File: config.mk
export PLATFORM = sky130hd
export DESIGN_NAME = clk_src_ctrl
export DESIGN_NICKNAME = d
export VERILOG_FILES = /design/src/rtl/ccr_pkg.sv /design/src/rtl/ccr_src_fsm.sv /design/src/rtl/ccr_plain_bits.sv /design/src/rtl/ccr_aux_gate.sv /design/src/rtl/ccr_por_flag.sv /design/src/rtl/clk_src_ctrl.sv
export SDC_FILE = /design/constraint.sdc
export NUM_CORES = 1
export LEC_CHECK = 0
export BUFFER_PORTS_ARGS = -buffer_cell sky130_fd_sc_hd__buf_2
export CAP_MARGIN = 25
export CELL_PAD_IN_SITES_DETAIL_PLACEMENT = 1
export CELL_PAD_IN_SITES_GLOBAL_PLACEMENT = 1
export CORE_MARGIN = 5
export CORE_UTILIZATION = 29
export DETAILED_ROUTE_END_ITERATION = 8
export PLACE_DENSITY_LB_ADDON = 0.1
export SETUP_SLACK_MARGIN = 0.1
export SLEW_MARGIN = 5
export SYNTH_ARGS = -nofsm -noshare
export SYNTH_HDL_FRONTEND = slang
export SYNTH_SLANG_ARGS = --single-unit
File: constraint.sdc
create_clock -name clk -period 1.9 [get_ports clk]
set_input_delay 0.285 -clock clk [delete_from_list [all_inputs] [get_ports clk]]
set_output_delay 0.285 -clock clk [all_outputs]
set_load 0.01 [all_outputs]
File: src/rtl/ccr_pkg.sv
package ccr_pkg;
    // Fixed field positions; decoded by software and by the read mux.
    localparam int REG_W    = 8;
    localparam int AUX_N    = 2;
    localparam int SLOW_BIT = 0;
    localparam int FAST_BIT = 1;
    localparam int PWD_BIT  = 2;
    localparam int AUX_LSB  = 3;
    localparam int POR_BIT  = AUX_LSB + AUX_N;

    typedef enum logic [1:0] {
        ST_MAIN_PLLOFF = 2'd0,
        ST_MAIN_PLLON  = 2'd1,
        ST_ON_PLL      = 2'd2
    } src_state_e;
endpackage

File: src/rtl/ccr_src_fsm.sv
module ccr_src_fsm
    import ccr_pkg::*;
(
    input  logic clk,
    input  logic rst_n,
    input  logic wr_en,
    input  logic req_fast,
    input  logic req_pwd,
    input  logic pll_stable,
    output logic fast_sel,
    output logic pll_pwd
);
    src_state_e state_q, state_d;

    always_ff @(posedge clk or negedge rst_n) begin
        if (!rst_n) state_q <= ST_MAIN_PLLOFF;
        else        state_q <= state_d;
    end

    // Interlocks are judged against the held state, not the written value.
    always_comb begin
        state_d = state_q;
        unique case (state_q)
            ST_MAIN_PLLOFF: begin
                if (wr_en && !req_pwd) state_d = ST_MAIN_PLLON;      // T_POWER_UP
            end
            ST_MAIN_PLLON: begin
                if (wr_en) begin
                    if (!req_fast && pll_stable) state_d = ST_ON_PLL;          // T_TO_PLL
                    else if (req_pwd)            state_d = ST_MAIN_PLLOFF;     // T_POWER_DOWN
                end
            end
            ST_ON_PLL: begin
                if (!pll_stable)             state_d = ST_MAIN_PLLON;  // T_FALLBACK
                else if (wr_en && req_fast)  state_d = ST_MAIN_PLLON;  // T_TO_MAIN
            end
            default: state_d = ST_MAIN_PLLOFF;
        endcase
    end

    always_comb begin
        fast_sel = 1'b1;
        pll_pwd  = 1'b1;
        unique case (state_q)
            ST_MAIN_PLLOFF: begin fast_sel = 1'b1; pll_pwd = 1'b1; end
            ST_MAIN_PLLON:  begin fast_sel = 1'b1; pll_pwd = 1'b0; end
            ST_ON_PLL:      begin fast_sel = 1'b0; pll_pwd = 1'b0; end
            default:        begin fast_sel = 1'b1; pll_pwd = 1'b1; end
        endcase
    end
endmodule

File: src/rtl/ccr_plain_bits.sv
module ccr_plain_bits #(
    parameter int W = 3
) (
    input  logic         clk,
    input  logic         rst_n,
    input  logic         wr_en,
    input  logic [W-1:0] wdata,
    output logic [W-1:0] q
);
    always_ff @(posedge clk or negedge rst_n) begin
        if (!rst_n)     q <= '0;
        else if (wr_en) q <= wdata;
    end
endmodule

File: src/rtl/ccr_aux_gate.sv
module ccr_aux_gate #(
    parameter int N = 2
) (
    input  logic [N-1:0] en_bits,
    input  logic         main_stable,
    output logic [N-1:0] en_out
);
    for (genvar i = 0; i < N; i++) begin : g_gate
        assign en_out[i] = en_bits[i] & main_stable;
    end
endmodule

File: src/rtl/ccr_por_flag.sv
module ccr_por_flag (
    input  logic clk,
    input  logic por,
    input  logic clr,
    output logic flag
);
    always_ff @(posedge clk or posedge por) begin
        if (por)      flag <= 1'b1;
        else if (clr) flag <= 1'b0;
    end
endmodule

File: src/rtl/clk_src_ctrl.sv
module clk_src_ctrl
    import ccr_pkg::*;
(
    input  logic                 clk,
    input  logic                 rst_n,
    input  logic                 por_i,
    input  logic                 wr_en,
    input  logic [REG_W-1:0]     wr_data,
    output logic [REG_W-1:0]     rd_data,
    input  logic                 pll_stable_i,
    input  logic                 main_stable_i,
    output logic                 slow_sel_o,
    output logic                 sys_sel_o,
    output logic                 pll_stop_o,
    output logic [AUX_N-1:0]     aux_en_o
);
    localparam int PLAIN_W = 1 + AUX_N;

    logic               core_rst_n;
    logic               fast_sel, pll_pwd, por_flag;
    logic [PLAIN_W-1:0] plain_d, plain_q;
    logic [AUX_N-1:0]   aux_bits;
    logic               unused_rsvd;

    assign core_rst_n = rst_n & ~por_i;
    assign unused_rsvd = ^wr_data[REG_W-1:POR_BIT+1];

    ccr_src_fsm u_fsm (
        .clk        (clk),
        .rst_n      (core_rst_n),
        .wr_en      (wr_en),
        .req_fast   (wr_data[FAST_BIT]),
        .req_pwd    (wr_data[PWD_BIT]),
        .pll_stable (pll_stable_i),
        .fast_sel   (fast_sel),
        .pll_pwd    (pll_pwd)
    );

    assign plain_d = {wr_data[AUX_LSB +: AUX_N], wr_data[SLOW_BIT]};

    ccr_plain_bits #(.W(PLAIN_W)) u_plain (
        .clk   (clk),
        .rst_n (core_rst_n),
        .wr_en (wr_en),
        .wdata (plain_d),
        .q     (plain_q)
    );

    assign aux_bits = plain_q[PLAIN_W-1:1];

    ccr_aux_gate #(.N(AUX_N)) u_aux (
        .en_bits     (aux_bits),
        .main_stable (main_stable_i),
        .en_out      (aux_en_o)
    );

    ccr_por_flag u_por (
        .clk  (clk),
        .por  (por_i),
        .clr  (wr_en & wr_data[POR_BIT]),
        .flag (por_flag)
    );

    always_comb begin
        rd_data                    = '0;
        rd_data[SLOW_BIT]          = plain_q[0];
        rd_data[FAST_BIT]          = fast_sel;
        rd_data[PWD_BIT]           = pll_pwd;
        rd_data[AUX_LSB +: AUX_N]  = aux_bits;
        rd_data[POR_BIT]           = por_flag;
    end

    assign slow_sel_o = plain_q[0];
    assign sys_sel_o  = fast_sel;
    assign pll_stop_o = pll_pwd;
endmodule

## Word level (Yosys, flattened, before mapping)

Cells that the tools add are included.

| word-level totals | value |
|---|---|
| bits in latches | 0 |
| memories kept | 0 |
| bits in writable memories | 0 |
| bits in read-only memories | 0 |
| output and inout port bits | 13 |
| bits in registers | 6 |
| input port bits | 14 |

| cells by class | value |
|---|---|
| add/sub/neg operators | 0 |
| $lt $le $gt $ge | 0 |
| multipliers | 0 |
| bitwise gates (word level) | 5 |
| eq/ne operators | 6 |
| reductions and logical operators | 8 |
| muxes and demuxes | 9 |
| div/mod/pow operators | 0 |
| shifts and indexed selects | 0 |

Operators with widths:

| operator | count |
|---|---|
| 2-bit two-way mux | 6 |
| 3-bit by 2-bit inequality test with 1-bit output, second input constant | 2 |
| 2-bit one-hot mux with 3 select lines | 1 |
| 1-bit AND | 4 |
| 4-bit AND reduction | 1 |
| 1-bit logical AND | 3 |
| 2-bit by 1-bit == test with 1-bit output, second input constant | 1 |
| 2-bit == test, second input constant | 1 |
| 1-bit logical NOT | 2 |
| 2-bit logical NOT | 1 |
| 1-bit two-way mux | 2 |
| 2-bit by 1-bit inequality test with 1-bit output, second input constant | 1 |
| 2-bit inequality test, second input constant | 1 |
| 2-bit OR reduction | 1 |
| 1-bit inverter | 1 |

## Depth between registers and ports, before layout

| logic depth | value |
|---|---|
| depth after elaboration | 5 |
| depth in mapped cells | 6 |
| gate-level depth less buffers | 6 |

## Cells and area by module

A second synthesis with hierarchy kept.

| second synthesis, totals | value |
|---|---|
| cell total of the unflattened synthesis | 40 |
| area total of the unflattened synthesis | 419.2 um2 |

By module, submodules not included:

| module | area an instance (um2) | cells each | times used |
|---|---|---|---|
| ccr_src_fsm | 185.2 | 20 | 1 |
| ccr_plain_bits | 108.9 | 6 | 1 |
| clk_src_ctrl | 68.8 | 9 | 1 |
| ccr_por_flag | 43.8 | 3 | 1 |
| ccr_aux_gate | 12.5 | 2 | 1 |

## Worst setup path after synthesis

Ideal clock, no wire load.

| path | value |
|---|---|
| path type | reg2reg |
| start point | register u_fsm.state_q[0] |
| end point | register u_fsm.state_q[0] |
| library setup time | 0.124 ns |
| required time | 1.776 ns |
| setup slack | 0.647 ns |
| arrival | 1.129 ns |
| buffers on the path | 0 |
| stages on the path, launching flop included | 7 |
| cell sequence | dfrtp_1 > inv_1 > ha_1 > nand2_1 > a21oi_1 > a221o_1 > mux2i_1 |

| on the way | value |
|---|---|
| word-level cells in the longest chain between the ends | 3 |
| elaborated cells on any way between the ends | 9 |
| those cells by class | eq/ne (6); mux (1); reduce/logical (2) |

RTL lines:

| item | RTL line | RTL |
|---|---|---|
| start, declared | ccr_src_fsm.sv:13 | `src_state_e state_q, state_d;` |
| start signal, assigned | ccr_src_fsm.sv:17 | `else state_q <= state_d;` |
| 2-bit == test, or another cell as far along | ccr_src_fsm.sv:23 | `unique case (state_q)` |
| 3-bit by 2-bit inequality test with 1-bit output (no source line), or another cell as far along | n/a |  |
| 4-bit AND reduction (no source line) | n/a |  |

Several ways; a longest one is shown, not always the timed one.
A chain may end at the register's enable or synchronous reset.

## Worst setup path in the final report

| path | value |
|---|---|
| start point | register u_fsm.state_q[0] |
| end point | output rd_data[2] |

| on the way | value |
|---|---|
| word-level cells in the longest chain between the ends | 3 |
| elaborated cells on any way between the ends | 4 |
| those cells by class | eq/ne (2); mux (1); reduce/logical (1) |

RTL lines:

| item | RTL line | RTL |
|---|---|---|
| 2-bit by 1-bit == test with 1-bit output / 2-bit == test (equally long branches) | ccr_src_fsm.sv:44 | `unique case (state_q)` |
| 2-bit OR reduction (no source line) * | n/a |  |
| 1-bit two-way mux * | ccr_src_fsm.sv:44 |  |
| end, declared | clk_src_ctrl.sv:9 | `output logic [REG_W-1:0] rd_data,` |

Every way passes the cells marked *; elsewhere a longest branch is shown, timed or not.

==> summary.txt <==
Die Width -> 47.0 microns
Synth Register Bits -> 6
Min Clock Period, post-route -> 1460 ps
RSZ-0062 raised after global routing -> no
Inserted Clock Buffers -> 3
Vias -> 322
grt ovf -> 0
clock root cell -> clkbuf_4
CP Capture Type -> output pin
Worst EP arrival -> 1180 ps
vias per cell -> 4.29
synthesized cell area -> 397 sq um
WHS -> 51.1 ps
first-pass GRT wire length -> 1.41 mm
Clock Latency Late Sink -> 240 ps
HP Class -> in2async
crit path max fanout -> 3
core footprint -> 1300 sq um
clock sink total -> 6
maximum VDD drop -> 599 uV
kind of critical path -> reg2out
clock buffer depth -> 2
Final Skew -> 0.0932 ps
clock tree from TritonCTS -> done
vias in the first global route -> 330
largest net degree at the start of global routing -> 8
H-Tree Level Count -> 1
Startpoint Class -> flip-flop
max-cap viol count -> 0
Slew Viols, Final -> 0
layout cells sized above 1 -> 48.3%
Hold Fails Final Rpt -> 0
drt pass-1 iters -> 2
HPWL Detailed -> 723 microns
Die Ht -> 47.0 microns
Mapped Cells -> 39
Ant. Diodes -> 0
status -> finished clean
post-placement cell area -> 484 sq um
hold_buf cts -> 0
Final #Nets -> 79
Wirelength per Cell -> 10.8 microns
P_leak -> 0.278 nW
row cnt -> 13
post-route cell area -> 510 sq um
Initial Util -> 30.5%
Residual DRC -> 0
final wirelength -> 812 microns
area grow syn2layout -> 28.7%
final setup fails -> 0
Yosys cell types -> 17
GPL Wtd Cong -> 0.615
Max Fclk -> 684 MHz
Post-CTS Resized -> 0
Initial DRC Count -> 4
I/O pin count -> 27
Tot GR Track Use -> 9.12%
final worst slack -> 437 ps
Final Cycle Share -> 77.0%
sequential fraction of the synthesis area -> 38.2%
PwrDens -> 1180 nW/um^2
initial antenna violation count -> 0
Syn Area/Cell -> 10.2 sq um
final antenna-violating net count -> 0
Clock transition at path regs -> 50 ps
IO buf count -> 22
full die area -> 2210 sq um
setup tns final -> 0 ps
Post-CTS Setup Bufs -> 0
worst slack, placed -> 522 ps
Worst EP required -> 1620 ps
Yosys Warn Count -> 0
[cell usage in the layout (no fill, tap or decap)]
| cell type | count |
|---|---|
| a21boi_0 | 1 |
| a21oi_1 | 1 |
| a221o_1 | 1 |
| and2_1 | 2 |
| buf_2 | 22 |
| clkbuf_1 | 1 |
| clkbuf_4 | 3 |
| conb_1 | 2 |
| dfrtp_1 | 5 |
| dfstp_2 | 1 |
| ha_1 | 4 |
| inv_1 | 5 |
| mux2_2 | 3 |
| mux2i_1 | 2 |
| nand2_1 | 2 |
| nand2b_1 | 1 |
| nor2b_1 | 2 |
| o21ai_0 | 1 |
| o21bai_1 | 1 |
[path summary, 6_finish.rpt]
path | start | endpoint | slack (ps) | depth (start not counted)
setup / recovery | u_fsm.state_q[0]$_DFFE_PN0P_ | rd_data[2] | 440 | 4
hold / removal | por_i | u_por.flag$_DFFE_PP1P_ | 50 | 2
setup reg to reg | u_fsm.state_q[0]$_DFFE_PN0P_ | u_fsm.state_q[0]$_DFFE_PN0P_ | 520 | 6
hold reg to reg | u_por.flag$_DFFE_PP1P_ | u_por.flag$_DFFE_PP1P_ | 490 | 1
max in group asynchronous | por_i | u_plain.q[1]$_DFFE_PN0P_ | 1510 | 2
min in group clk | wr_data[5] | u_por.flag$_DFFE_PP1P_ | 220 | 2
[worst max-delay path, stage by stage, from the launching register on]
cell and delay [ps]:
dfrtp_1 370, inv_1 90, ha_1 290, inv_1 60, buf_2 120
[flip-flops by register name (all words and copies together), names as in the netlist]
register	count
u_fsm.state_q	2
u_plain.q	3
u_por.flag	1
[layout make-up]
class | instances | area (sq um)
Fill cell | 173 | 791
Tap cell | 15 | 18.8
Multi-Input combinational cell | 23 | 185
Timing Repair Buffer | 22 | 110
Clock buffer | 4 | 26.3
Sequential cell | 6 | 151
Inverter | 5 | 18.8
[per-layer routing]
metal  part of all wire, %  wire length (microns)  vias up  GRT usage (%)
li1                      -                      -      160              -
met2                    46                    374       12           14.6
met1                    44                    354      150           11.1
met5                     0                      0        -              0
met4                     0                      0        0           1.66
met3                    10                     83        0           4.60
[cell usage after synthesis]
library cell / n / area [sq um]
a21boi_0: 1 / 7.51
a21oi_1: 1 / 5.00
a221o_1: 1 / 10.0
and2_1: 2 / 12.5
buf_4: 6 / 45.0
conb_1: 1 / 3.75
dfrtp_1: 5 / 125
dfstp_2: 1 / 26.3
ha_1: 4 / 50.1
inv_1: 5 / 18.8
mux2_2: 3 / 33.8
mux2i_1: 2 / 20.0
nand2_1: 2 / 7.51
nand2b_1: 1 / 6.26
nor2b_1: 2 / 12.5
o21ai_0: 1 / 5.00
o21bai_1: 1 / 7.51
[through the flow]
step           power (mW)  cells  util [%]
3_3_place_gp        0.493     71      37.2
4_1_cts             0.622     75      39.2
3_5_place_dp        0.495     71      37.2
6_report            0.604     75      39.2
5_1_grt             0.666     75      39.2
2_1_floorplan       0.420     40         -
[cell families after synthesis]
group                      synth area share, %
adders and majority gates                 12.6
DFF                                       38.2
other                                    0.945
AOI/OAI and AO/OA                         8.83
buffers and inverters                     16.1
muxes                                     13.6
and+or+nand+nor                           9.78
[power by group]
group / leakage (nW) / internal [mW] / switching [mW]
combinational: 0.190 / 0.141 / 0.162
sequential: 0.0730 / 0.158 / 0.0230
clock: 0.0150 / 0.0792 / 0.0409
No activity file was read; power rests on OpenSTA's default activity.
